### src/rtl/pcs_pkg.sv
// Shared definitions for the PLL coefficient search engine.
// Holds the post-divider code table, its inverse lookup and the
// sequencer state type. Assumes codes are 4 bits and dividers 6 bits.
package pcs_pkg;

    localparam int PL_W    = 4;
    localparam int DIV_W   = 6;
    localparam int PL_LAST = 14;

    // Map a post-divider code to its divide ratio; unused codes divide by 1.
    function automatic logic [DIV_W-1:0] pl_to_div(input logic [PL_W-1:0] code);
        logic [DIV_W-1:0] d;
        case (code)
            4'd0:    d = 6'd1;
            4'd1:    d = 6'd2;
            4'd2:    d = 6'd3;
            4'd3:    d = 6'd4;
            4'd4:    d = 6'd5;
            4'd5:    d = 6'd6;
            4'd6:    d = 6'd8;
            4'd7:    d = 6'd10;
            4'd8:    d = 6'd12;
            4'd9:    d = 6'd16;
            4'd10:   d = 6'd12;
            4'd11:   d = 6'd16;
            4'd12:   d = 6'd20;
            4'd13:   d = 6'd24;
            4'd14:   d = 6'd32;
            default: d = 6'd1;
        endcase
        return d;
    endfunction

    // Lowest code whose divider reaches the wanted ratio; falls back to the last code.
    function automatic logic [PL_W-1:0] div_to_pl(input logic [DIV_W-1:0] want);
        logic [PL_W-1:0] code;
        logic            hit;
        code = PL_W'(PL_LAST);
        hit  = 1'b0;
        for (int c = 0; c < PL_LAST; c++) begin
            if (!hit && (pl_to_div(PL_W'(c)) >= want)) begin
                code = PL_W'(c);
                hit  = 1'b1;
            end
        end
        return code;
    endfunction

    typedef enum logic [3:0] {
        S_IDLE, S_VT0, S_BHI, S_BLO, S_PLINIT, S_U, S_N, S_NLOOP,
        S_VCO, S_LWV, S_MNEXT, S_PLNEXT, S_RATE, S_DONE
    } pcs_state_e;

endpackage

### src/rtl/pcs_divider.sv
// Restoring unsigned divider, one quotient bit per cycle.
// A go pulse latches both operands; valid pulses once with quotient and
// remainder W cycles later. Assumes the caller never issues go while a
// division runs and never divides by zero.
module pcs_divider #(
    parameter int W = 48
) (
    input  logic         clk,
    input  logic         rst_n,
    input  logic         go,
    input  logic [W-1:0] dividend,
    input  logic [W-1:0] divisor,
    output logic         valid,
    output logic [W-1:0] quot,
    output logic [W-1:0] rem
);
    localparam int CW = $clog2(W + 1);

    logic [W-1:0]  quo_q, rem_q, dsr_q, dvd_q;
    logic [CW-1:0] cnt_q;
    logic          run_q, val_q;
    logic [W:0]    trial;
    logic          fits;

    // Trial subtraction on the shifted partial remainder.
    always_comb begin
        trial = {rem_q, quo_q[W-1]};
        fits  = (trial >= {1'b0, dsr_q});
    end

    // Iterate one bit per cycle and flag completion.
    always_ff @(posedge clk) begin
        if (!rst_n) begin
            quo_q <= '0;
            rem_q <= '0;
            dsr_q <= '0;
            dvd_q <= '0;
            cnt_q <= '0;
            run_q <= 1'b0;
            val_q <= 1'b0;
        end else if (go) begin
            quo_q <= dividend;
            dvd_q <= dividend;
            rem_q <= '0;
            dsr_q <= divisor;
            cnt_q <= CW'(W);
            run_q <= 1'b1;
            val_q <= 1'b0;
        end else if (run_q) begin
            rem_q <= fits ? W'(trial - {1'b0, dsr_q}) : trial[W-1:0];
            quo_q <= {quo_q[W-2:0], fits};
            cnt_q <= cnt_q - 1'b1;
            if (cnt_q == CW'(1)) begin
                run_q <= 1'b0;
                val_q <= 1'b1;
            end
        end else begin
            val_q <= 1'b0;
        end
    end

    assign valid = val_q;
    assign quot  = quo_q;
    assign rem   = rem_q;

    // every finished division reconstructs its dividend exactly.
    a_r9_div_identity: assert property (@(posedge clk) disable iff (!rst_n)
        (val_q && dsr_q != '0) |-> ((2*W)'(quo_q) * (2*W)'(dsr_q) + (2*W)'(rem_q) == (2*W)'(dvd_q)
                                    && rem_q < dsr_q));
endmodule

### src/rtl/pcs_cand_check.sv
// Candidate qualification for the coefficient search.
// Checks a VCO value against its window and scores a rounded output
// against the target, saturating the error to EW bits.
module pcs_cand_check #(
    parameter int DW = 48,
    parameter int EW = 32
) (
    input  logic [DW-1:0] vco_in,
    input  logic [DW-1:0] vco_lo,
    input  logic [DW-1:0] vco_hi,
    input  logic [DW-1:0] out_in,
    input  logic [DW-1:0] target,
    input  logic [EW-1:0] best_err,
    output logic          in_range,
    output logic [EW-1:0] err,
    output logic          better,
    output logic          exact
);
    logic [DW-1:0] diff;

    // Window test, absolute error and improvement decision.
    always_comb begin
        in_range = (vco_in >= vco_lo) && (vco_in <= vco_hi);
        diff     = (out_in >= target) ? (out_in - target) : (target - out_in);
        err      = (diff > DW'({EW{1'b1}})) ? {EW{1'b1}} : diff[EW-1:0];
        better   = (err < best_err);
        exact    = (diff == '0);
    end
endmodule

### src/rtl/pll_coef_search.sv
// PLL coefficient search engine (top).
// Sequences the nested code / M / N walk over one shared divider and
// keeps the closest legal triple. Assumes req_khz and ref_khz are
// nonzero; inputs are captured only at an accepted start.
module pll_coef_search
    import pcs_pkg::*;
#(
    parameter int RATE_W     = 32,
    parameter int DW         = 48,
    parameter int M_MIN      = 1,
    parameter int M_MAX      = 255,
    parameter int N_MIN      = 8,
    parameter int N_MAX      = 255,
    parameter int U_MIN      = 12000,
    parameter int U_MAX      = 38000,
    parameter int VCO_MIN    = 1000000,
    parameter int VCO_MAX    = 2064000,
    parameter int DIV_LO     = 1,
    parameter int DIV_HI     = 32,
    parameter int DEF_PL     = 1,
    parameter int VT_MARGIN  = 50,
    localparam int MW        = $clog2(M_MAX + 1),
    localparam int NW        = $clog2(N_MAX + 1)
) (
    input  logic              clk,
    input  logic              rst_n,
    input  logic              start,
    input  logic [RATE_W-1:0] req_khz,
    input  logic [RATE_W-1:0] ref_khz,
    output logic              busy,
    output logic              done,
    output logic [MW-1:0]     pll_m,
    output logic [NW-1:0]     pll_n,
    output logic [PL_W-1:0]   pll_pl,
    output logic [RATE_W-1:0] err_khz,
    output logic              no_match,
    output logic [RATE_W-1:0] rate_khz
);
    pcs_state_e          st;
    logic                pend;
    logic [DW-1:0]       ref_q, tgt_q, vt0_q, vceil_q, vt_q, u_q, vco_q;
    logic [PL_W-1:0]     pl_q, pl_hi_q, bpl;
    logic [MW-1:0]       m_q, bm;
    logic [NW:0]         n_q, n2_q;
    logic [NW-1:0]       bn;
    logic [RATE_W-1:0]   berr, rate_q;
    logic                nm_q;

    logic                div_go, dv, is_div;
    logic [DW-1:0]       dvd, dsr, dq, dr;
    logic [DW-1:0]       vt0_nx, vceil_nx;
    logic [DIV_W-1:0]    cur_div, clamp_q;
    logic [PL_W-1:0]     code_q;
    logic                c_in, c_better, c_exact, upd;
    logic [RATE_W-1:0]   c_err;

    // Current divider, clamped quotient and its code, derived VCO limits.
    always_comb begin
        cur_div  = pl_to_div(pl_q);
        if (dq < DW'(DIV_LO))      clamp_q = DIV_W'(DIV_LO);
        else if (dq > DW'(DIV_HI)) clamp_q = DIV_W'(DIV_HI);
        else                       clamp_q = dq[DIV_W-1:0];
        code_q   = div_to_pl(clamp_q);
        vt0_nx   = tgt_q + dq;
        vceil_nx = (vt0_nx > DW'(VCO_MAX)) ? vt0_nx : DW'(VCO_MAX);
    end

    // Operand selection for the shared divider, by sequencer state.
    always_comb begin
        is_div = 1'b1;
        dvd    = '0;
        dsr    = DW'(1);
        case (st)
            S_VT0:  begin dvd = tgt_q;                       dsr = DW'(VT_MARGIN); end
            S_BHI:  begin dvd = vceil_q + vt0_q - DW'(1);    dsr = vt0_q; end
            S_BLO:  begin dvd = DW'(VCO_MIN);                dsr = vt0_q; end
            S_U:    begin dvd = ref_q;                       dsr = DW'(m_q); end
            S_N:    begin dvd = DW'(vt_q * DW'(m_q));        dsr = ref_q; end
            S_VCO:  begin dvd = DW'(ref_q * DW'(n_q));       dsr = DW'(m_q); end
            S_LWV:  begin dvd = vco_q + DW'(cur_div >> 1);   dsr = DW'(cur_div); end
            S_RATE: begin dvd = DW'(ref_q * DW'(bn));
                          dsr = DW'(DW'(bm) * DW'(pl_to_div(bpl))); end
            default: is_div = 1'b0;
        endcase
        div_go = is_div && !pend;
    end

    pcs_divider #(.W(DW)) u_div (
        .clk(clk), .rst_n(rst_n), .go(div_go), .dividend(dvd), .divisor(dsr),
        .valid(dv), .quot(dq), .rem(dr)
    );

    pcs_cand_check #(.DW(DW), .EW(RATE_W)) u_cand (
        .vco_in(dq), .vco_lo(DW'(VCO_MIN)), .vco_hi(vceil_q), .out_in(dq),
        .target(tgt_q), .best_err(berr), .in_range(c_in), .err(c_err),
        .better(c_better), .exact(c_exact)
    );

    assign upd = (st == S_LWV) && pend && dv && c_better;

    // Search sequencer: one step per division result.
    always_ff @(posedge clk) begin
        if (!rst_n) begin
            st <= S_IDLE; pend <= 1'b0;
            ref_q <= '0; tgt_q <= '0; vt0_q <= '0; vceil_q <= '0; vt_q <= '0;
            u_q <= '0; vco_q <= '0; pl_q <= '0; pl_hi_q <= '0; m_q <= '0;
            n_q <= '0; n2_q <= '0;
            bm <= MW'(M_MAX); bn <= NW'(N_MIN); bpl <= PL_W'(DEF_PL);
            berr <= '1; rate_q <= '0; nm_q <= 1'b0;
        end else begin
            if (div_go) pend <= 1'b1;
            if (pend && dv) pend <= 1'b0;
            case (st)
                S_IDLE, S_DONE: begin
                    st <= S_IDLE;
                    if (start) begin
                        ref_q <= DW'(ref_khz);
                        tgt_q <= DW'(req_khz) << 1;
                        bm <= MW'(M_MAX); bn <= NW'(N_MIN); bpl <= PL_W'(DEF_PL);
                        berr <= '1; nm_q <= 1'b0;
                        st <= S_VT0;
                    end
                end
                S_VT0: if (pend && dv) begin
                    vt0_q <= vt0_nx; vceil_q <= vceil_nx; st <= S_BHI;
                end
                S_BHI: if (pend && dv) begin
                    pl_hi_q <= code_q; st <= S_BLO;
                end
                S_BLO: if (pend && dv) begin
                    pl_q <= code_q;
                    st   <= (code_q > pl_hi_q) ? S_RATE : S_PLINIT;
                end
                S_PLINIT: begin
                    vt_q <= DW'(tgt_q * DW'(cur_div));
                    m_q  <= MW'(M_MIN);
                    st   <= S_U;
                end
                S_U: if (pend && dv) begin
                    u_q <= dq;
                    if (dq < DW'(U_MIN))      st <= S_PLNEXT;
                    else if (dq > DW'(U_MAX)) st <= S_MNEXT;
                    else                      st <= S_N;
                end
                S_N: if (pend && dv) begin
                    if (dq > DW'(N_MAX)) st <= S_PLNEXT;
                    else begin
                        n_q  <= dq[NW:0];
                        n2_q <= dq[NW:0] + (NW+1)'(dr != '0);
                        st   <= S_NLOOP;
                    end
                end
                S_NLOOP: begin
                    if (n_q > n2_q)                 st  <= S_MNEXT;
                    else if (n_q < (NW+1)'(N_MIN))  n_q <= n_q + 1'b1;
                    else if (n_q > (NW+1)'(N_MAX))  st  <= S_MNEXT;
                    else                            st  <= S_VCO;
                end
                S_VCO: if (pend && dv) begin
                    vco_q <= dq;
                    if (c_in) st <= S_LWV;
                    else begin n_q <= n_q + 1'b1; st <= S_NLOOP; end
                end
                S_LWV: if (pend && dv) begin
                    if (c_better) begin
                        bm <= m_q; bn <= n_q[NW-1:0]; bpl <= pl_q; berr <= c_err;
                    end
                    if (c_exact) st <= S_RATE;
                    else begin n_q <= n_q + 1'b1; st <= S_NLOOP; end
                end
                S_MNEXT: begin
                    if (m_q == MW'(M_MAX)) st <= S_PLNEXT;
                    else begin m_q <= m_q + 1'b1; st <= S_U; end
                end
                S_PLNEXT: begin
                    if (pl_q >= pl_hi_q) st <= S_RATE;
                    else begin pl_q <= pl_q + 1'b1; st <= S_PLINIT; end
                end
                S_RATE: if (pend && dv) begin
                    rate_q <= RATE_W'(dq >> 1);
                    nm_q   <= (berr == '1);
                    st     <= S_DONE;
                end
                default: st <= S_IDLE;
            endcase
        end
    end

    assign busy     = (st != S_IDLE) && (st != S_DONE);
    assign done     = (st == S_DONE);
    assign pll_m    = bm;
    assign pll_n    = bn;
    assign pll_pl   = bpl;
    assign err_khz  = berr;
    assign no_match = nm_q;
    assign rate_khz = rate_q;

    // an accepted start raises busy on the next cycle.
    a_r2_busy_after_start: assert property (@(posedge clk) disable iff (!rst_n)
        (start && !busy) |=> busy);
    // done lasts one cycle and never overlaps busy.
    a_r10_done_pulse: assert property (@(posedge clk) disable iff (!rst_n)
        done |=> !done);
    a_r10_done_idle: assert property (@(posedge clk) disable iff (!rst_n)
        done |-> !busy);
    // results hold while idle and no start arrives.
    a_r10_hold: assert property (@(posedge clk) disable iff (!rst_n)
        (!busy && !start) |=> $stable({pll_m, pll_n, pll_pl, err_khz, no_match, rate_khz}));
    // a miss reports the default triple.
    a_r8_default_triple: assert property (@(posedge clk) disable iff (!rst_n)
        (done && no_match) |-> (pll_m == MW'(M_MAX) && pll_n == NW'(N_MIN) && pll_pl == PL_W'(DEF_PL)));
    // an accepted candidate had its comparison frequency in the window.
    a_r5_window: assert property (@(posedge clk) disable iff (!rst_n)
        upd |-> (u_q >= DW'(U_MIN) && u_q <= DW'(U_MAX)));
    // an accepted candidate had a legal VCO and N.
    a_r6_vco_window: assert property (@(posedge clk) disable iff (!rst_n)
        upd |-> (vco_q >= DW'(VCO_MIN) && vco_q <= vceil_q
                 && n_q >= (NW+1)'(N_MIN) && n_q <= (NW+1)'(N_MAX)));
    // every replacement strictly lowers the kept error.
    a_r7_err_drops: assert property (@(posedge clk) disable iff (!rst_n)
        upd |=> (err_khz < $past(err_khz)));
endmodule

### config.mk
export PLATFORM = sky130hd
export DESIGN_NAME = pll_coef_search
export DESIGN_NICKNAME = d
export VERILOG_FILES = /design/src/rtl/pcs_pkg.sv /design/src/rtl/pcs_divider.sv /design/src/rtl/pcs_cand_check.sv /design/src/rtl/pll_coef_search.sv
export SDC_FILE = /design/constraint.sdc
export NUM_CORES = 2
export LEC_CHECK = 0
export CAP_MARGIN = 15
export CORE_UTILIZATION = 60
export DETAILED_ROUTE_END_ITERATION = 7
export PLACE_DENSITY = 0.85
export SYNTH_ARGS = -nofsm -noshare
export SYNTH_HDL_FRONTEND = slang
export SYNTH_HIERARCHICAL = 1
export SYNTH_SLANG_ARGS = --single-unit
### constraint.sdc
create_clock -name clk -period 7.3 [get_ports clk]
set_clock_uncertainty 0.05 [all_clocks]
set_input_delay 1.46 -clock clk [delete_from_list [all_inputs] [get_ports clk]]
set_output_delay 1.46 -clock clk [all_outputs]
set_load 0.005 [all_outputs]
After elaboration in Yosys (flattened, before gate mapping)
Memories as Yosys holds them, arrays and structs flattened. A register that Yosys moved wholly into a read port is not among the register bits.
Cells that the tools add are included.
- bits in registers: 531
- bits of input ports: 67
- memories kept: 2
- bits in latches: 0
- bits in read-only memories: 192
- memory bits (writable): 0
- mux-type cells: 102
- bitwise gates (word level): 3
- $mul: 5
- $add $sub $neg: 12
- div/mod/pow operators: 0
- eq/ne operators: 35
- $lt $le $gt $ge: 29
- shifts and indexed selects: 0
- reductions and logical operators: 60
- memory list (name ; words ; bits a word ; rd ports ; clocked after memory_dff ; wr ports ; RTL line ; text):
    (name not given) ; 16 ; 6 ; 1 ; 1 ; 0 ; pcs_pkg.sv:13 ; case (code)
    (name not given) ; 16 ; 6 ; 1 ; 1 ; 0 ; pcs_pkg.sv:13 ;
- operators by type and width (kind ; count):
    $pmux 48 s8 ; 1
    $pmux 48 s6 ; 1
    $mux 48 ; 5
    $mux 4 ; 41
    $mux 32 ; 4
    $mux 9 ; 8
    $pmux 32 s2 ; 1
    $mux 8 ; 7
    $pmux 4 s13 ; 1
    $ge 49x48->1 ; 1
    $add 33x48->48 ; 1
    $add 48x48->48 ; 1
    $add 48x5->48 ; 1
    $ge 48x20->1 const B ; 1
    $ge 48x33->1 ; 1
    $gt 48x16->1 const B ; 1
    $gt 48x21->1 const B ; 1
    $gt 48x32->1 const B ; 1
    $gt 48x6->1 const B ; 1
    $gt 48x8->1 const B ; 1
    $le 48x48->1 ; 1
    $logic_not 48->1 ; 1
    $lt 48x1->1 const B ; 1
    $lt 48x14->1 const B ; 1
    other kinds (57) ; 162

Logic depth before layout (Yosys ltp)
- depth in word-level cells: 48
- mapped depth: 39
- depth with buffers taken out: 35

Cells and area by module
The synthesis kept the hierarchy.
- modules (own cells, without submodules) (module ; seq. area each (um2) ; area each (um2) ; instances ; cells an instance):
    pll_coef_search ; 7647.3 ; 56480.4 ; 1 ; 7183
    pcs_divider ; 3042.9 ; 9638.0 ; 1 ; 1177
    pcs_cand_check ; 0.0 ; 9437.8 ; 1 ; 1431

Worst setup path before layout
OpenSTA, ideal clock, no wires.
- path type: reg-to-reg
- from: reg u_div.quo_q[12] (netlist: u_div/quot[12])
- to: reg (tool-made name)
- period minus slack after synthesis: 6767 ps
- data required time: 7164 ps
- stages on the path, launching flop included: 36
- setup time: 86 ps
- setup slack: 533 ps
- data arrival time: 6632 ps
- cell sequence: dfxtp_1 > inv_1 > ha_1 > buf_2 > and4_4 > nand2_1 > o41ai_2 > a211oi_2 > o211a_1 > mux2i_1 > a21oi_2 > xor2_1 > o2111ai_1 > or4b_1 > nor2_1 > buf_2 > nand2_1 > ha_1 > a21o_1 > a21o_1 > a21oi_1 > nor2b_1 > o21ai_0 > nand2b_1 > a211oi_1 > o21ai_0 > a21o_1 > a211oi_1 > a21boi_1 > and3_1 > clkbuf_1 > mux2i_1 > nor2_1 > ha_1 > nor2_1 > a211oi_1
- RTL lines (element ; RTL line ; text):
    start: declaration ; pcs_divider.sv:19 ; logic [W-1:0] quo_q, rem_q, dsr_q, dvd_q;
    start signal: assignment ; pcs_divider.sv:42 ; quo_q <= dividend;
    start signal: assignment ; pcs_divider.sv:51 ; quo_q <= {quo_q[W-2:0], fits};

Worst setup path after layout
- from: reg ref_q[18]
- to: reg u_div.quo_q[35] (netlist: u_div/quot[35])
- cells in the longest elaborated chain, start to end: 3
- ends and longest elaborated chain (element ; RTL line ; text):
    start: declaration ; pll_coef_search.sv:41 ; logic [DW-1:0] ref_q, tgt_q, vt0_q, vceil_q, vt_q, u_q, vco_q;
    start signal: assignment ; pll_coef_search.sv:117 ; ref_q <= DW'(ref_khz);
    $mul 32x8->40 or $mul 32x9->41 (tied branches) ; pll_coef_search.sv:81, pll_coef_search.sv:79 ;
    $pmux 48 s8 * ; pll_coef_search.sv:73 ; case (st)
    via dvd[35] ; pll_coef_search.sv:50 ; logic [DW-1:0] dvd, dsr, dq, dr;
    $mux 48 * ; pcs_divider.sv:41 ; end else if (go) begin
Mark *: on every way through the listed nets, which the timed path passes. The rest lies on a longest branch.
A chain may end at the register's enable or synchronous reset.

==> impl_metrics.csv <==
group,metric,value,unit
power_and_ir_drop,cellPowerDensity,288,nW/µm²
global_route,grt_pass1_wl,456000,µm
worst_setup_path,critPathCaptureType,"flip-flop",
floorplanning,fp.dieH,357,µm
power_and_ir_drop,power.switching,12900,µW
outcome,failed_checks,"DRC",
floorplanning,floorplan.die.width,357,µm
global_route,globalRouteTotalUtil,47.5,%
routing,postRouteWirelength,309000,µm
worst_setup_path,critical_path_required,7.87,ns
synth,async_flop_share,0,%
synth,synth_top_area_share,20.1,%
clock_network,hold_bufs_at_cts,0,
synth,synth_sequential_area_ratio,14.1,%
power_and_ir_drop,seq_power_share,15.1,%
synth,yosys.area.top_type,"sky130_fd_sc_hd__fa_1",
sta,fin_crit_sh,99.8,%
synth,flip_flop_and_latch_count_after_synthesis,534,
job,max_cap_violations,0,
sta,final-hold-violation-count,0,
clock_network,cts.sinks,534,
routing,vias,75829,
clock_network,root_buffer,"sky130_fd_sc_hd__clkbuf_16",
power_and_ir_drop,comb_power_share,69.0,%
power_and_ir_drop,netSwitchingFraction,52.3,%
outcome,status,"finished with violations",
worst_setup_path,regToRegStartpoint,"ref_q[18]$_SDFFE_PN0P_",
sta,timing_worst_slew_pin_value,1.34,ns
worst_setup_path,worstPathMaxFanout,11,
worst_setup_path,worstReg2RegEnd,"u_div/quot[35]$_SDFFE_PN0P_",
synth,post_synth_edffs,0,
worst_setup_path,timing_worst_setup_path_type,"flip-flop to flip-flop",
synth,synthTopCellsByArea,"sky130_fd_sc_hd__fa_1 (20%), sky130_fd_sc_hd__dfxtp_1 (14%), sky130_fd_sc_hd__ha_1 (11%)",
global_route,first_global_vias,73665,
clock_network,clock_tree.buffer_depth,3,
synth,ys.warnings.count,6,
worst_setup_path,worst_setup_path_endpoint,"u_div/quot[35]$_SDFFE_PN0P_",
synth,post_synth_num_cell_types,112,
floorplanning,start_util,60.8,%
sta,slew_headroom,9.61,%
routing,detail_route_antenna_nets,0,
worst_setup_path,r2r_slack,0.01,ns
floorplanning,die_area,127000,µm²
sta,timing.setup.tns,0,ns
global_route,grt_start_max_net_pins,69,
routing,initial_drc_count,10201,
placed_design,half_perimeter_wire_length_after_detailed_placement,244000,µm
worst_setup_path,worst_setup_path_start_kind,"flip-flop",
clock_network,clk_pin_slew,0.07,ns
power_and_ir_drop,p_int,11700,µW
placed_design,placed_cell_area,82100,µm²
clock_network,tritoncts,"built",
floorplanning,core_area,124000,µm²
placed_design,port_buffers,153,
final_layout,most_common_library_cell_in_the_layout_ignoring_fill_and_taps,"sky130_fd_sc_hd__nand2_1",
sta,setup_ws,0.0144,ns
worst_setup_path,worstRegToRegCells,22,
worst_setup_path,cp.arrival,7.85,ns
sta,finalSetupViolCount,0,
final_layout,area.growth.synth_to_final,13.1,%
clock_network,cts_htree_levels,3,
final_layout,most_used_cells_in_the_layout_excluding_fill_and_tap_cells,"sky130_fd_sc_hd__nand2_1 (1674), sky130_fd_sc_hd__inv_1 (1251), sky130_fd_sc_hd__fa_1 (759)",
final_layout,finalInstanceArea,85400,µm²
hold_path,worstHoldPathCells,2,
power_and_ir_drop,cellLeakagePower,0.0416,µW
sta,fmax,137,MHz
routing,first_pass_iters,8,
power_and_ir_drop,ir_worst_vdd,1070,µV
placed_design,detailedPlace.worstSlack,-0.652,ns
synth,syn_area_per_cell,7.72,µm²
final_layout,finalNetCount,11668,
clock_network,clk_latency,0.73,ns
worst_setup_path,critPathLaunch,"ref_q[18]$_SDFFE_PN0P_",
final_layout,n_fill_cell,10101,
global_route,grt_antenna_before_repair,31,
final_layout,drive_above_1_share,9.68,%
routing,detail_route.vias_per_cell,6.40,
power_and_ir_drop,clock_power_share,16.0,%
synth,synth_cells,9791,
routing,drc_violations_left,1,
power_and_ir_drop,p_total,24600,µW
clock_network,number_of_buffers_created_by_cts,70,
global_route,grt-ovfl-total,0,
floorplanning,std_cell_rows,129,
routing,wire_per_inst,26.0,µm
placed_design,globalplace.congestion,1.10,
hold_path,timing.hold.worst.class,"flip-flop to flip-flop",
synth,yosys_most_used_dff,"sky130_fd_sc_hd__dfxtp_1",
floorplanning,io-pin-count,154,
sta,layout_min_cycle_time,7.29,ns
sta,slew_violations,0,
synth,synth_area,75600,µm²
area by class of cell:
| cell class | count | area (µm²) | share of cell area (%) |
|---|---|---|---|
| inverters | 1253 | 4710 | 5.51 |
| diodes | 7 | 17.5 | 0.0205 |
| repair buffers | 800 | 6770 | 7.92 |
| multi-input cells | 7493 | 58600 | 68.6 |
| flip-flops and latches | 534 | 10700 | 12.5 |
| well taps | 1637 | 2050 | 2.40 |
| clock inverters | 40 | 621 | 0.726 |
| clock buffers | 87 | 1930 | 2.25 |
per-stage QoR:
step | instances | utilization (%) | hold WS (ns)
5_1_grt | 11845 | 68.7 | 0.432
4_1_cts | 11830 | 68.2 | 0.404
6_report | 11851 | 68.8 | 0.405
2_1_floorplan | 9868 | - | 0.391
3_5_place_dp | 11697 | 66.1 | 0.396
3_3_place_gp | 11697 | 66.1 | 0.391
worst min path at each step:
stage	from	end
3_3_place_gp	rate_khz[24]$_SDFFE_PN0P_	rate_khz[24]$_SDFFE_PN0P_
4_1_cts	rate_khz[15]$_SDFFE_PN0P_	rate_khz[15]$_SDFFE_PN0P_
2_1_floorplan	vco_q[0]$_SDFFE_PN0P_	vco_q[0]$_SDFFE_PN0P_
3_5_place_dp	rate_khz[15]$_SDFFE_PN0P_	rate_khz[15]$_SDFFE_PN0P_
5_1_grt	rate_khz[12]$_SDFFE_PN0P_	rate_khz[12]$_SDFFE_PN0P_
6_report	rate_khz[27]$_SDFFE_PN0P_	rate_khz[27]$_SDFFE_PN0P_
per-layer routing:
metal / GRT usage, % / share of wire, % / up-vias / wire (µm)
li1: - / - / 33099 / -
met1: 60.8 / 38 / 36505 / 117000
met2: 70.5 / 42 / 4981 / 130000
met3: 14.1 / 13 / 1214 / 39300
met4: 29.0 / 7.4 / 30 / 22900
met5: 0 / 0.077 / - / 239
state kept, by name, indices dropped and copies added (netlist names), 9 cells and up, named ones only:
register,count
n2_q,9
u_div/quot,48
vco_q,48
err_khz,32
u_div/dsr_q,48
n_q,9
vceil_q,48
vt0_q,48
ref_q,32
rate_khz,32
u_div/rem,48
vt_q,38
tgt_q,32
power groups by stage:
stage	combinational [µW]	sequential, µW	clock [µW]
2_1_floorplan	10500	3540	0
3_3_place_gp	15700	3710	0
3_5_place_dp	15800	3730	0
4_1_cts	16000	3670	3920
5_1_grt	17800	3730	4030
6_report	17000	3710	3920
worst max-delay path: stages (launching register included):
cell	delay, ns
sky130_fd_sc_hd__dfxtp_1	0.67
sky130_fd_sc_hd__buf_4	0.32
sky130_fd_sc_hd__nand2_1	0.09
sky130_fd_sc_hd__fa_1	0.49
sky130_fd_sc_hd__inv_1	0.05
sky130_fd_sc_hd__fa_1	0.52
sky130_fd_sc_hd__fa_1	0.45
sky130_fd_sc_hd__fa_1	0.51
sky130_fd_sc_hd__ha_1	0.39
sky130_fd_sc_hd__a21oi_1	0.21
sky130_fd_sc_hd__o21ai_0	0.22
sky130_fd_sc_hd__a21oi_1	0.29
sky130_fd_sc_hd__a21oi_1	0.19
sky130_fd_sc_hd__o311a_1	0.43
sky130_fd_sc_hd__o41a_1	0.41
sky130_fd_sc_hd__and2_1	0.18
sky130_fd_sc_hd__o21ai_0	0.33
sky130_fd_sc_hd__buf_4	0.18
sky130_fd_sc_hd__nand2_1	0.04
sky130_fd_sc_hd__o21ai_0	0.47
sky130_fd_sc_hd__nand2_1	0.30
sky130_fd_sc_hd__o21ai_0	0.21
sky130_fd_sc_hd__and2_1	0.18
cells by family (layout without fill, tap and decap cells):
| family | after synthesis | count (layout) | synth area share (%) |
|---|---|---|---|
| AO/OA/AOI/OAI | 2124 | 2124 | 18.0 |
| buffers and inverters | 1841 | 2180 | 9.44 |
| adder cells (fa/ha/maj) | 1449 | 1449 | 31.5 |
| flip-flops | 534 | 534 | 14.1 |
| other | 2 | 86 | 0.00994 |
| AND/OR/NAND/NOR | 3310 | 3310 | 20.4 |
| XOR/XNOR | 352 | 352 | 4.08 |
| multiplexers | 179 | 179 | 2.38 |
cells in the mapped netlist (18+ instances only):
cell and count:
sky130_fd_sc_hd__a22oi_1 32, sky130_fd_sc_hd__o21ai_0 417, sky130_fd_sc_hd__and4_1 18, sky130_fd_sc_hd__xor2_1 155, sky130_fd_sc_hd__or2_2 23, sky130_fd_sc_hd__dfxtp_1 534
sky130_fd_sc_hd__ha_1 690, sky130_fd_sc_hd__inv_1 1252, sky130_fd_sc_hd__o21a_1 71, sky130_fd_sc_hd__nor2b_1 109, sky130_fd_sc_hd__nor3_1 106, sky130_fd_sc_hd__nor2_1 354
sky130_fd_sc_hd__buf_2 31, sky130_fd_sc_hd__o21bai_1 65, sky130_fd_sc_hd__buf_1 51, sky130_fd_sc_hd__a222oi_1 22, sky130_fd_sc_hd__or3_1 33, sky130_fd_sc_hd__xnor2_1 197
sky130_fd_sc_hd__a22o_1 25, sky130_fd_sc_hd__clkbuf_1 471, sky130_fd_sc_hd__a21oi_1 735, sky130_fd_sc_hd__and3_1 61, sky130_fd_sc_hd__buf_6 18, sky130_fd_sc_hd__mux2i_1 177
sky130_fd_sc_hd__and2_1 430, sky130_fd_sc_hd__a21o_1 192, sky130_fd_sc_hd__nand2b_1 78, sky130_fd_sc_hd__a31oi_1 38, sky130_fd_sc_hd__a221oi_1 38, sky130_fd_sc_hd__fa_1 759
sky130_fd_sc_hd__nand2_1 1680, sky130_fd_sc_hd__o221ai_1 26, sky130_fd_sc_hd__a211oi_1 95, sky130_fd_sc_hd__a21boi_0 39, sky130_fd_sc_hd__nor4_1 49, sky130_fd_sc_hd__o31ai_1 32
sky130_fd_sc_hd__o211ai_1 52, sky130_fd_sc_hd__nand3_1 171, sky130_fd_sc_hd__nand4_1 145
timing repair:
item                                    CTS  global route
cloned                                    0             1
pin swaps                                 6            29
endpoints found under the setup margin   58            63
hold endpoints to repair                  0             0
buffers inserted                          6            13
gates resized for setup                  16           122
No activity file was read; power rests on OpenSTA's default activity.
